$ cat src/rtl/hmb_pkg.sv
package hmb_pkg;
    localparam int ST_OBF = 0;
    localparam int ST_IBF = 1;
    localparam int ST_CMD = 3;
    localparam int ST_MIN_W = 4;
endpackage

$ cat src/rtl/hmb_sync.sv
module hmb_sync #(
    parameter int W = 8,
    parameter int STAGES = 2,
    parameter logic [W-1:0] RST_VAL = '1
) (
    input  logic         clk,
    input  logic         rst_n,
    input  logic [W-1:0] d_i,
    output logic [W-1:0] q_o
);
    logic [W-1:0] stg_q [STAGES];
    logic [W-1:0] stg_d [STAGES];

    always_comb begin
        stg_d[0] = d_i;
        for (int i = 1; i < STAGES; i++) begin
            stg_d[i] = stg_q[i-1];
        end
    end

    always_ff @(posedge clk or negedge rst_n) begin
        if (!rst_n) begin
            for (int i = 0; i < STAGES; i++) begin
                stg_q[i] <= RST_VAL;
            end
        end else begin
            for (int i = 0; i < STAGES; i++) begin
                stg_q[i] <= stg_d[i];
            end
        end
    end

    assign q_o = stg_q[STAGES-1];
endmodule

$ cat src/rtl/hmb_host_decode.sv
module hmb_host_decode #(
    parameter int NCH = 4,
    parameter int DW = 8
) (
    input  logic           clk,
    input  logic           rst_n,
    input  logic [NCH-1:0] s_cs_n,
    input  logic           s_a0,
    input  logic [DW-1:0]  s_din,
    input  logic           s_wr_n,
    input  logic           s_rd_n,
    output logic [NCH-1:0] wr_ev_o,
    output logic [NCH-1:0] rd_odr_ev_o,
    output logic           ev_a0_o,
    output logic [DW-1:0]  ev_din_o
);
    typedef struct packed {
        logic [NCH-1:0] cs_n;
        logic           a0;
        logic [DW-1:0]  din;
        logic           wr_n;
        logic           rd_n;
        logic           bad;
    } dec_t;

    dec_t           st_d, st_q;
    logic [NCH-1:0] sel;
    logic           found;
    logic           wr_rise;
    logic           rd_rise;

    always_comb begin
        sel   = '0;
        found = 1'b0;
        for (int i = 0; i < NCH; i++) begin
            if (!found && !st_q.cs_n[i]) begin
                sel[i] = 1'b1;
                found  = 1'b1;
            end
        end

        wr_rise = !st_q.wr_n && s_wr_n && st_q.rd_n && !st_q.bad;
        rd_rise = !st_q.rd_n && s_rd_n && st_q.wr_n && !st_q.bad;

        wr_ev_o     = wr_rise ? sel : '0;
        rd_odr_ev_o = (rd_rise && !st_q.a0) ? sel : '0;
        ev_a0_o     = st_q.a0;
        ev_din_o    = st_q.din;

        st_d.cs_n = s_cs_n;
        st_d.a0   = s_a0;
        st_d.din  = s_din;
        st_d.wr_n = s_wr_n;
        st_d.rd_n = s_rd_n;
        if (!s_wr_n && !s_rd_n) begin
            st_d.bad = 1'b1;
        end else if (s_wr_n && s_rd_n) begin
            st_d.bad = 1'b0;
        end else begin
            st_d.bad = st_q.bad;
        end
    end

    always_ff @(posedge clk or negedge rst_n) begin
        if (!rst_n) begin
            st_q.cs_n <= '1;
            st_q.a0   <= 1'b0;
            st_q.din  <= '0;
            st_q.wr_n <= 1'b1;
            st_q.rd_n <= 1'b1;
            st_q.bad  <= 1'b0;
        end else begin
            st_q <= st_d;
        end
    end


    both_low_quiet_chk: assert property (@(posedge clk) disable iff (!rst_n)
        (!s_wr_n && !s_rd_n) |=> (wr_ev_o == '0 && rd_odr_ev_o == '0));


    no_rw_mix_chk: assert property (@(posedge clk) disable iff (!rst_n)
        !((|wr_ev_o) && (|rd_odr_ev_o)));


    single_event_chk: assert property (@(posedge clk) disable iff (!rst_n)
        (|wr_ev_o) |=> (wr_ev_o == '0));
endmodule

$ cat src/rtl/hmb_chan.sv
module hmb_chan #(
    parameter int DW = 8
) (
    input  logic          clk,
    input  logic          rst_n,
    input  logic          host_wr,
    input  logic          host_a0,
    input  logic [DW-1:0] host_din,
    input  logic          host_rd_odr,
    input  logic          lcl_wr,
    input  logic [DW-1:0] lcl_wdata,
    input  logic          lcl_rd,
    output logic [DW-1:0] idr_o,
    output logic [DW-1:0] odr_o,
    output logic [DW-1:0] status_o
);
    import hmb_pkg::*;

    typedef struct packed {
        logic [DW-1:0] idr;
        logic [DW-1:0] odr;
        logic          ibf;
        logic          obf;
        logic          cmd;
    } chan_t;

    chan_t ch_d, ch_q;

    always_comb begin
        ch_d = ch_q;
        if (lcl_wr) begin
            ch_d.odr = lcl_wdata;
            ch_d.obf = 1'b1;
        end else if (host_rd_odr) begin
            ch_d.obf = 1'b0;
        end
        if (host_wr) begin
            ch_d.idr = host_din;
            ch_d.cmd = host_a0;
            ch_d.ibf = 1'b1;
        end else if (lcl_rd) begin
            ch_d.ibf = 1'b0;
        end

        status_o         = '0;
        status_o[ST_OBF] = ch_q.obf;
        status_o[ST_IBF] = ch_q.ibf;
        status_o[ST_CMD] = ch_q.cmd;
    end

    always_ff @(posedge clk or negedge rst_n) begin
        if (!rst_n) begin
            ch_q <= '0;
        end else begin
            ch_q <= ch_d;
        end
    end

    assign idr_o = ch_q.idr;
    assign odr_o = ch_q.odr;


    ibf_set_chk: assert property (@(posedge clk) disable iff (!rst_n)
        host_wr |=> ch_q.ibf);


    ibf_clr_chk: assert property (@(posedge clk) disable iff (!rst_n)
        (lcl_rd && !host_wr) |=> !ch_q.ibf);


    cmd_tag_chk: assert property (@(posedge clk) disable iff (!rst_n)
        host_wr |=> (ch_q.cmd == $past(host_a0)));


    obf_clr_chk: assert property (@(posedge clk) disable iff (!rst_n)
        (host_rd_odr && !lcl_wr) |=> !ch_q.obf);


    ibf_wins_chk: assert property (@(posedge clk) disable iff (!rst_n)
        (host_wr && lcl_rd) |=> (ch_q.ibf && ch_q.idr == $past(host_din)));


    obf_wins_chk: assert property (@(posedge clk) disable iff (!rst_n)
        (lcl_wr && host_rd_odr) |=> (ch_q.obf && ch_q.odr == $past(lcl_wdata)));
endmodule

$ cat src/rtl/hostmbx_top.sv
module hostmbx_top #(
    parameter int NCH = 4,
    parameter int DW = 8,
    parameter int SYNC_STAGES = 2,
    localparam int CHW = (NCH > 1) ? $clog2(NCH) : 1
) (
    input  logic           clk,
    input  logic           rst_n,
    input  logic [NCH-1:0] hcs_n,
    input  logic           hrd_n,
    input  logic           hwr_n,
    input  logic           ha0,
    input  logic [DW-1:0]  hdin,
    output logic [DW-1:0]  hdout,
    input  logic [CHW-1:0] lcl_ch,
    input  logic           lcl_wr,
    input  logic           lcl_rd,
    input  logic [DW-1:0]  lcl_wdata,
    output logic [DW-1:0]  lcl_rdata,
    output logic [DW-1:0]  lcl_status,
    output logic [NCH-1:0] irq
);
    import hmb_pkg::*;

    localparam int SW = NCH + DW + 3;

    logic [SW-1:0]  raw_bus;
    logic [SW-1:0]  syn_bus;
    logic [NCH-1:0] s_cs_n;
    logic           s_a0;
    logic [DW-1:0]  s_din;
    logic           s_wr_n;
    logic           s_rd_n;
    logic [NCH-1:0] wr_ev;
    logic [NCH-1:0] rd_odr_ev;
    logic           ev_a0;
    logic [DW-1:0]  ev_din;
    logic [DW-1:0]  idr_w  [NCH];
    logic [DW-1:0]  odr_w  [NCH];
    logic [DW-1:0]  stat_w [NCH];
    logic           hfound;

    assign raw_bus = {hcs_n, ha0, hdin, hwr_n, hrd_n};

    hmb_sync #(
        .W      (SW),
        .STAGES (SYNC_STAGES),
        .RST_VAL({{NCH{1'b1}}, 1'b0, {DW{1'b0}}, 2'b11})
    ) u_sync (
        .clk  (clk),
        .rst_n(rst_n),
        .d_i  (raw_bus),
        .q_o  (syn_bus)
    );

    assign {s_cs_n, s_a0, s_din, s_wr_n, s_rd_n} = syn_bus;

    hmb_host_decode #(
        .NCH(NCH),
        .DW (DW)
    ) u_dec (
        .clk        (clk),
        .rst_n      (rst_n),
        .s_cs_n     (s_cs_n),
        .s_a0       (s_a0),
        .s_din      (s_din),
        .s_wr_n     (s_wr_n),
        .s_rd_n     (s_rd_n),
        .wr_ev_o    (wr_ev),
        .rd_odr_ev_o(rd_odr_ev),
        .ev_a0_o    (ev_a0),
        .ev_din_o   (ev_din)
    );

    for (genvar g = 0; g < NCH; g++) begin : g_chan
        hmb_chan #(
            .DW(DW)
        ) u_chan (
            .clk        (clk),
            .rst_n      (rst_n),
            .host_wr    (wr_ev[g]),
            .host_a0    (ev_a0),
            .host_din   (ev_din),
            .host_rd_odr(rd_odr_ev[g]),
            .lcl_wr     (lcl_wr && (int'(lcl_ch) == g)),
            .lcl_wdata  (lcl_wdata),
            .lcl_rd     (lcl_rd && (int'(lcl_ch) == g)),
            .idr_o      (idr_w[g]),
            .odr_o      (odr_w[g]),
            .status_o   (stat_w[g])
        );
        assign irq[g] = stat_w[g][ST_IBF];
    end

    always_comb begin
        hdout  = '0;
        hfound = 1'b0;
        for (int i = 0; i < NCH; i++) begin
            if (!hfound && !hcs_n[i]) begin
                hfound = 1'b1;
                hdout  = ha0 ? stat_w[i] : odr_w[i];
            end
        end
        lcl_rdata  = '0;
        lcl_status = '0;
        for (int i = 0; i < NCH; i++) begin
            if (int'(lcl_ch) == i) begin
                lcl_rdata  = idr_w[i];
                lcl_status = stat_w[i];
            end
        end
    end
endmodule

$ cat config.mk
export PLATFORM = sky130hd
export DESIGN_NAME = hostmbx_top
export DESIGN_NICKNAME = d
export VERILOG_FILES = /design/src/rtl/hmb_pkg.sv /design/src/rtl/hmb_sync.sv /design/src/rtl/hmb_host_decode.sv /design/src/rtl/hmb_chan.sv /design/src/rtl/hostmbx_top.sv
export SDC_FILE = /design/constraint.sdc
export NUM_CORES = 1
export LEC_CHECK = 0
export ABC_CLOCK_PERIOD_IN_PS = 2800
export BUFFER_PORTS_ARGS = -buffer_cell sky130_fd_sc_hd__buf_2
export CAP_MARGIN = 25
export CELL_PAD_IN_SITES_DETAIL_PLACEMENT = 1
export CELL_PAD_IN_SITES_GLOBAL_PLACEMENT = 1
export CORE_UTILIZATION = 50
export DETAILED_ROUTE_END_ITERATION = 10
export HOLD_SLACK_MARGIN = 0.08
export PLACE_DENSITY = 0.87
export SLEW_MARGIN = 5
export SYNTH_ARGS = -nofsm -noshare
export SYNTH_HDL_FRONTEND = slang
export SYNTH_SLANG_ARGS = --single-unit
$ cat constraint.sdc
create_clock -name clk -period 2.8 [get_ports clk]
set_input_delay 0.42 -clock clk [delete_from_list [all_inputs] [get_ports clk]]
set_output_delay 0.42 -clock clk [all_outputs]
set_load 0.02 [all_outputs]
==> results.ini, run 1 <==
[outcome]
outcome = complete, no violations

[critical_path]
r2r-end = g_chan[1].u_chan.idr_o[5]$_DFFE_PN0P_
worst-endpoint-arrival_ns = 2.00
worstSetupEndpointType = primary output
critPathLaunchType = flip-flop
reg2reg_depth = 3
timing.rr.start = u_sync.q_o[1]$_DFF_PN1_
crit_required_ns = 2.38
path_class = flip-flop to primary output
r2r_slack_ns = 0.82
crit_path_max_fanout = 2

[drt]
route.detailed.drc = 0
postRouteAntennaNets = 0
wl_um = 12000
vias = 2930
drtIter0Drc = 152
via_per_inst = 5.57
first_pass_iters = 4
post_drt_wl_per_cell_um = 22.8

[yosys]
yosysWarningCount = 0
postSynth.asyncResetShare_pct = 100
syn_inst = 318
synth_cell_types = 39
syn_area_per_cell_um2 = 15.5
synth_edf_count = 0
synthFlopType = dfrtp_1
netlist_area_mm2 = 0.00493
ys_ff_latch = 122
ys_seq_area_share_pct = 62.4

[power_and_ir_drop]
seq_power_share_pct = 43.4
comb_power_share_pct = 13.6
clkPwrFrac_pct = 42.9
vdd.ir_drop.worst_uv = 387
cell_internal_pwr_mw = 3.74
power_mw = 5.02
p_sw_mw = 1.28
power_density_mw_per_mm2 = 842
swShare_pct = 25.5
p_leak_nw = 2.72

[clock_tree]
post_cts_buffers = 0
ctsResizeCount = 0
htreeDepth = 4
cts_buffer_depth = 2
cts_buffers = 17
clk_pin_slew_ns = 0.06
cts_root_buffer = clkbuf_8
insertion_delay_ns = 0.52
cts_tree = done
clock-sinks = 122

[min_path]
holdPathEnd = u_sync.stg_d[11]$_DFF_PN1_
hold_class = primary input to flip-flop
min_from = hcs_n[0]
holdPathStages = 1

[global_route]
grt_pass1_vias = 3264
grt_pass1_wl_um = 19400
overflow = 0
grt_start_max_net_pins = 75
grt_usage_pct = 26.9
antenna_found_initial = 0

[place]
dp_hpwl_um = 7170
dp_slack_ns = 0.526
portBuffers = 51
gp_congestion = 0.836

[sta]
max_freq_ghz = 0.413
relSlewSlack_pct = 50.2
setup_ws_ns = 0.376
finalSetupTns_ns = 0
post-route-period-util_pct = 86.6
rsz0062_at_grt = false
finalHoldViolations = 0
setup_violations = 0
drv_slew = 0
hold_slack_ns = 0.147
skew_ns = 0.00854
min_period_ns = 2.42
worst_pin_slew_ns = 0.746

[die]
coreArea_mm2 = 0.00942
pin_count = 57
die_y_um = 101
initial_core_util_pct = 52.4
num_rows = 35
dieArea_mm2 = 0.0103
die_x_um = 101

[flow_run]
maxCapViolCount = 0

[cells_and_area]
drive_gt1_share_pct = 48.9
final_nets = 415
num_antenna_cells = 0
area_growth_pct = 21.1

power by group through the flow:
stage | logic, mW | registers (mW) | clock network, mW
finish | 0.684 | 2.18 | 2.16
global route | 0.737 | 2.21 | 2.26
CTS | 0.697 | 2.18 | 2.19
detailed placement | 0.659 | 2.19 | 0
global placement | 0.622 | 2.17 | 0
floorplan | 0.484 | 2.13 | 0
routing by layer:
layer / wire, um / GRT usage (%)
met4: 238 / 9.70
met5: 0 / 0
met1: 4970 / 33.8
met2: 6260 / 44.5
met3: 509 / 8.14
cell type report:
cell class	instances	area (um2)
tap	129	161
clock inverter	12	150
fill	858	3450
clock buffer	19	432
timing repair buffer	66	415
multi-input combinational	174	1720
inverter	4	15.0
sequential	122	3080
worst max-delay path by stage:
| stage | start | to | slack (ns) | cells after the start |
|---|---|---|---|---|
| global placement | hcs_n[2] | hdout[2] | 0.63 | 5 |
| detailed placement | hcs_n[0] | hdout[0] | 0.53 | 5 |
| floorplan | hcs_n[1] | hdout[2] | 0.28 | 4 |
| CTS | g_chan[2].u_chan.odr_o[4]$_DFFE_PN0P_ | hdout[4] | 0.32 | 4 |
| global route | g_chan[2].u_chan.odr_o[4]$_DFFE_PN0P_ | hdout[4] | 0.28 | 4 |
| finish | g_chan[2].u_chan.odr_o[4]$_DFFE_PN0P_ | hdout[4] | 0.38 | 4 |
state kept, by name (all words and copies together) (netlist names):
register and flops:
u_dec.ev_a0_o 1, g_chan.u_chan.status_o 12, g_chan.u_chan.idr_o 32, u_sync.q_o 15, u_sync.stg_d 15, g_chan.u_chan.odr_o 32
u_dec.st_q 7, u_dec.ev_din_o 8
synth_stat cells (3+ instances only):
cell / number / share of area, %
a2111oi_0: 4 / 0.71
a21o_1: 4 / 0.61
a22oi_1: 3 / 0.46
a31o_2: 5 / 0.89
buf_2: 5 / 0.51
buf_4: 10 / 1.5
clkbuf_1: 6 / 0.46
dfrtp_1: 104 / 53
dfstp_2: 18 / 9.6
inv_1: 4 / 0.30
mux2_2: 63 / 14
mux2_4: 9 / 2.7
mux2i_1: 9 / 1.8
mux4_2: 11 / 5.0
nand2_1: 8 / 0.61
nand2b_1: 6 / 0.76
nand3b_1: 3 / 0.46
nor2_1: 16 / 1.2
o21ai_0: 5 / 0.51
o22a_1: 3 / 0.53
repair_timing:
| action | in CTS | in global routing |
|---|---|---|
| endpoints found under the hold margin | 34 | 0 |
| setup endpoints to repair | 0 | 0 |
| hold buffers | 13 | 0 |
cell usage in the layout, fill, tap and decap left out, types with 4 or more instances in the layout:
cell type	instances
a2111oi_0	4
a21o_1	4
a31o_2	5
buf_2	50
clkbuf_16	16
clkinvlp_4	6
conb_1	5
dfrtp_1	104
dfstp_2	18
dlygate4sd3_1	13
inv_1	4
mux2_2	63
mux2_4	9
mux2i_1	9
mux4_2	11
nand2_1	8
nand2b_1	6
nor2_1	16
o21ai_0	5
worst max-delay path: stages, from the launching register on:
cell and delay, ns:
dfrtp_1 0.36, nand2b_1 0.08, a31o_2 0.25, a2111oi_0 0.54, buf_2 0.26
logic make-up (layout without fill, tap and decap cells):
group,count (synthesis),after routing,synth area share (%)
and+or+nand+nor,48,48,5.94
AOI/OAI and AO/OA,28,28,4.34
muxes,92,92,24.0
other,1,5,0.0761
buffers and inverters,26,101,3.02
DFF,122,122,62.4
adders and majority gates,1,1,0.254
through the flow:
step           cell area (um2)  cells  util, %
2_1_floorplan             4940    322        -
3_3_place_gp              5260    482     55.8
3_5_place_dp              5260    482     55.8
4_1_cts                   5970    526     63.4
5_1_grt                   5970    526     63.4
6_report                  5970    526     63.4
Power figures use the tool's default switching activity.
==> run 2, diff against run 1 <==
PLACE_DENSITY = 0.86   (was 0.87)
SYNTH_HIERARCHICAL = 1   (was unset)
==> run 2 against run 1 <==
Clock power hardly changed. Global-route usage is 3.1 points lower. Final cell count is 8.0% higher. Area after synthesis is 18% higher. Register-to-register slack better by 0.28 ns. Sequential power hardly changed.
==> results.ini, run 2 <==
[yosys]
ys_ff_latch = 122
syn_inst = 365
yosys-top-cells-count = 104 x dfrtp_1, 82 x mux2_4, 28 x buf_4
synth_edf_count = 0
yosysTopAreaCell = dfrtp_1
synth_cell_types = 34
syn_area_per_cell_um2 = 15.9
yosysMostFrequentCell = dfrtp_1
synth_top_area_share_pct = 44.9
netlist_top_cells_area = dfrtp_1 45%, mux2_4 21%, dfstp_2 8.2%, mux4_2 6.2%, buf_4 3.6%
synthFlopType = dfrtp_1
netlist_area_mm2 = 0.00580
postSynth.asyncResetShare_pct = 100
yosysWarningCount = 6
ys_seq_area_share_pct = 53.1

[critical_path]
crit_top_cell = buf_2
path_class = primary input to primary output
max_stage_delay_ns = 0.61
critPathSlowestCell = buf_2
crit_required_ns = 2.38
path_cells = buf_2 -> mux4_2 -> buf_2
crit_path_max_fanout = 24
critPathLaunchType = primary input
worstSetupEndpointType = primary output
worst-endpoint-arrival_ns = 1.83

[min_path]
hold_class = primary input to flip-flop

[power_and_ir_drop]
power_density_mw_per_mm2 = 790
p_sw_mw = 1.32
seq_power_share_pct = 41.9
power_mw = 5.21
cell_internal_pwr_mw = 3.89
vdd.ir_drop.worst_uv = 553
swShare_pct = 25.3
p_leak_nw = 3.05
clkPwrFrac_pct = 41.6
comb_power_share_pct = 16.5

[global_route]
grt_start_max_net_pins = 55
grt_usage_pct = 23.8
antenna_found_initial = 0
grt_pass1_vias = 3587
overflow = 0
grt_pass1_wl_um = 20200

[sta]
post-route-period-util_pct = 80.4
min_period_ns = 2.25
rsz0062_at_grt = false
skew_ns = 0.00479
setup_violations = 0
relSlewSlack_pct = 34.3
drv_slew = 0
worst_pin_slew_ns = 0.981
finalHoldViolations = 0
max_freq_ghz = 0.444
finalSetupTns_ns = 0

[cells_and_area]
layout_commonest_cell = dfrtp_1
multi_input_area_mm2 = 0.00234
area_growth_pct = 13.9
final_util_pct = 59.6
drive_gt1_share_pct = 52.3
final_nets = 445
fillers = 1012
num_antenna_cells = 0
mostFrequentLayoutCells = 104 x dfrtp_1, 82 x mux2_4, 50 x buf_2
seqCellArea_mm2 = 0.00308
final_area_mm2 = 0.00660
fin_cells = 568

[die]
initial_core_util_pct = 52.3
die_y_um = 110
num_rows = 38
coreArea_mm2 = 0.0111
pin_count = 57
die_x_um = 110
dieArea_mm2 = 0.0120

[clock_tree]
htreeDepth = 4
clock-sinks = 122
ctsResizeCount = 0
ctsHoldBuffers = 1
clk_pin_slew_ns = 0.05
cts_tree = done
cts_root_buffer = clkbuf_16
cts_buffers = 17
insertion_delay_ns = 0.42
post_cts_buffers = 0
cts_buffer_depth = 2

[drt]
post_drt_wl_per_cell_um = 22.1
drtIter0Drc = 114
postRouteAntennaNets = 0
vias = 3080
wl_um = 12600
route.detailed.drc = 0
first_pass_iters = 4
via_per_inst = 5.42

[outcome]
outcome = complete, no violations

[flow_run]
maxCapViolCount = 0

[place]
placed_cells = 535
dp_hpwl_um = 7830
gp_congestion = 0.774
place_area_mm2 = 0.00600
portBuffers = 51

## run 2: cells by family after synthesis
logic type      synth area share, %
flops                          53.1
mux                            31.0
buf+inv                        7.77
fa+ha+maj                     0.216
simple gates                   3.11
other cells                   0.259
compound gates                 4.60
## run 2: final timing paths
| kind | slack (ns) | endpoint | cells past startpoint | startpoint |
|---|---|---|---|---|
| worst min register to register | 0.34 | u_sync/q_o[9]$_DFF_PN0_ | 0 | u_sync/stg_d[9]$_DFF_PN0_ |
| worst max-delay path | 0.55 | lcl_rdata[1] | 3 | lcl_ch[0] |
| max in group asynchronous | 1.35 | u_dec/st_q[12]$_DFF_PN1_ | 3 | rst_n |
| min in group asynchronous | 0.59 | g_chan[0].u_chan/idr_o[6]$_DFFE_PN0P_ | 2 | rst_n |
| worst max register to register | 1.10 | g_chan[1].u_chan/idr_o[3]$_DFFE_PN0P_ | 4 | u_sync/q_o[1]$_DFF_PN1_ |
| worst min-delay path | 0.1 | u_sync/stg_d[0]$_DFF_PN1_ | 1 | hrd_n |
## run 2: cell type report
| type | instances | area share, % |
|---|---|---|
| repair buffers | 63 | 5.69 |
| flip-flops and latches | 122 | 46.6 |
| multi-input cells | 201 | 35.5 |
| inverters | 10 | 0.569 |
| well taps | 140 | 2.65 |
| clock buffers | 21 | 7.13 |
| clock inverters | 11 | 1.82 |
## run 2: per-stage QoR
step | setup slack [ns] | hold slack (ns)
2_1_floorplan | 1.04 | 0.124
3_3_place_gp | 0.568 | 0.332
3_5_place_dp | 0.533 | 0.336
4_1_cts | 0.510 | 0.0823
5_1_grt | 0.437 | 0.0828
6_report | 0.550 | 0.0978
## run 2: per-layer routing
layer / GRT usage [%] / wire length, um / vias to the layer above
met5: 0 / 0 / -
met4: 10.3 / 226 / 0
met3: 6.34 / 469 / 19
met2: 40.7 / 6360 / 59
li1: - / - / 1367
met1: 28.3 / 5500 / 1635
## run 2: critical path: cells and delay by family
family | cells | cell delay (ns)
buffers and inverters | 2 | 0.79
muxes | 1 | 0.61
## run 2: power groups by stage
stage / logic [mW] / clock network (mW) / registers [mW]
after CTS: 0.865 / 2.21 / 2.18
after global placement: 0.822 / 0 / 2.18
after global routing: 0.925 / 2.27 / 2.21
after floorplan: 0.685 / 0 / 2.14
after detailed placement: 0.846 / 0 / 2.20
final: 0.860 / 2.17 / 2.18
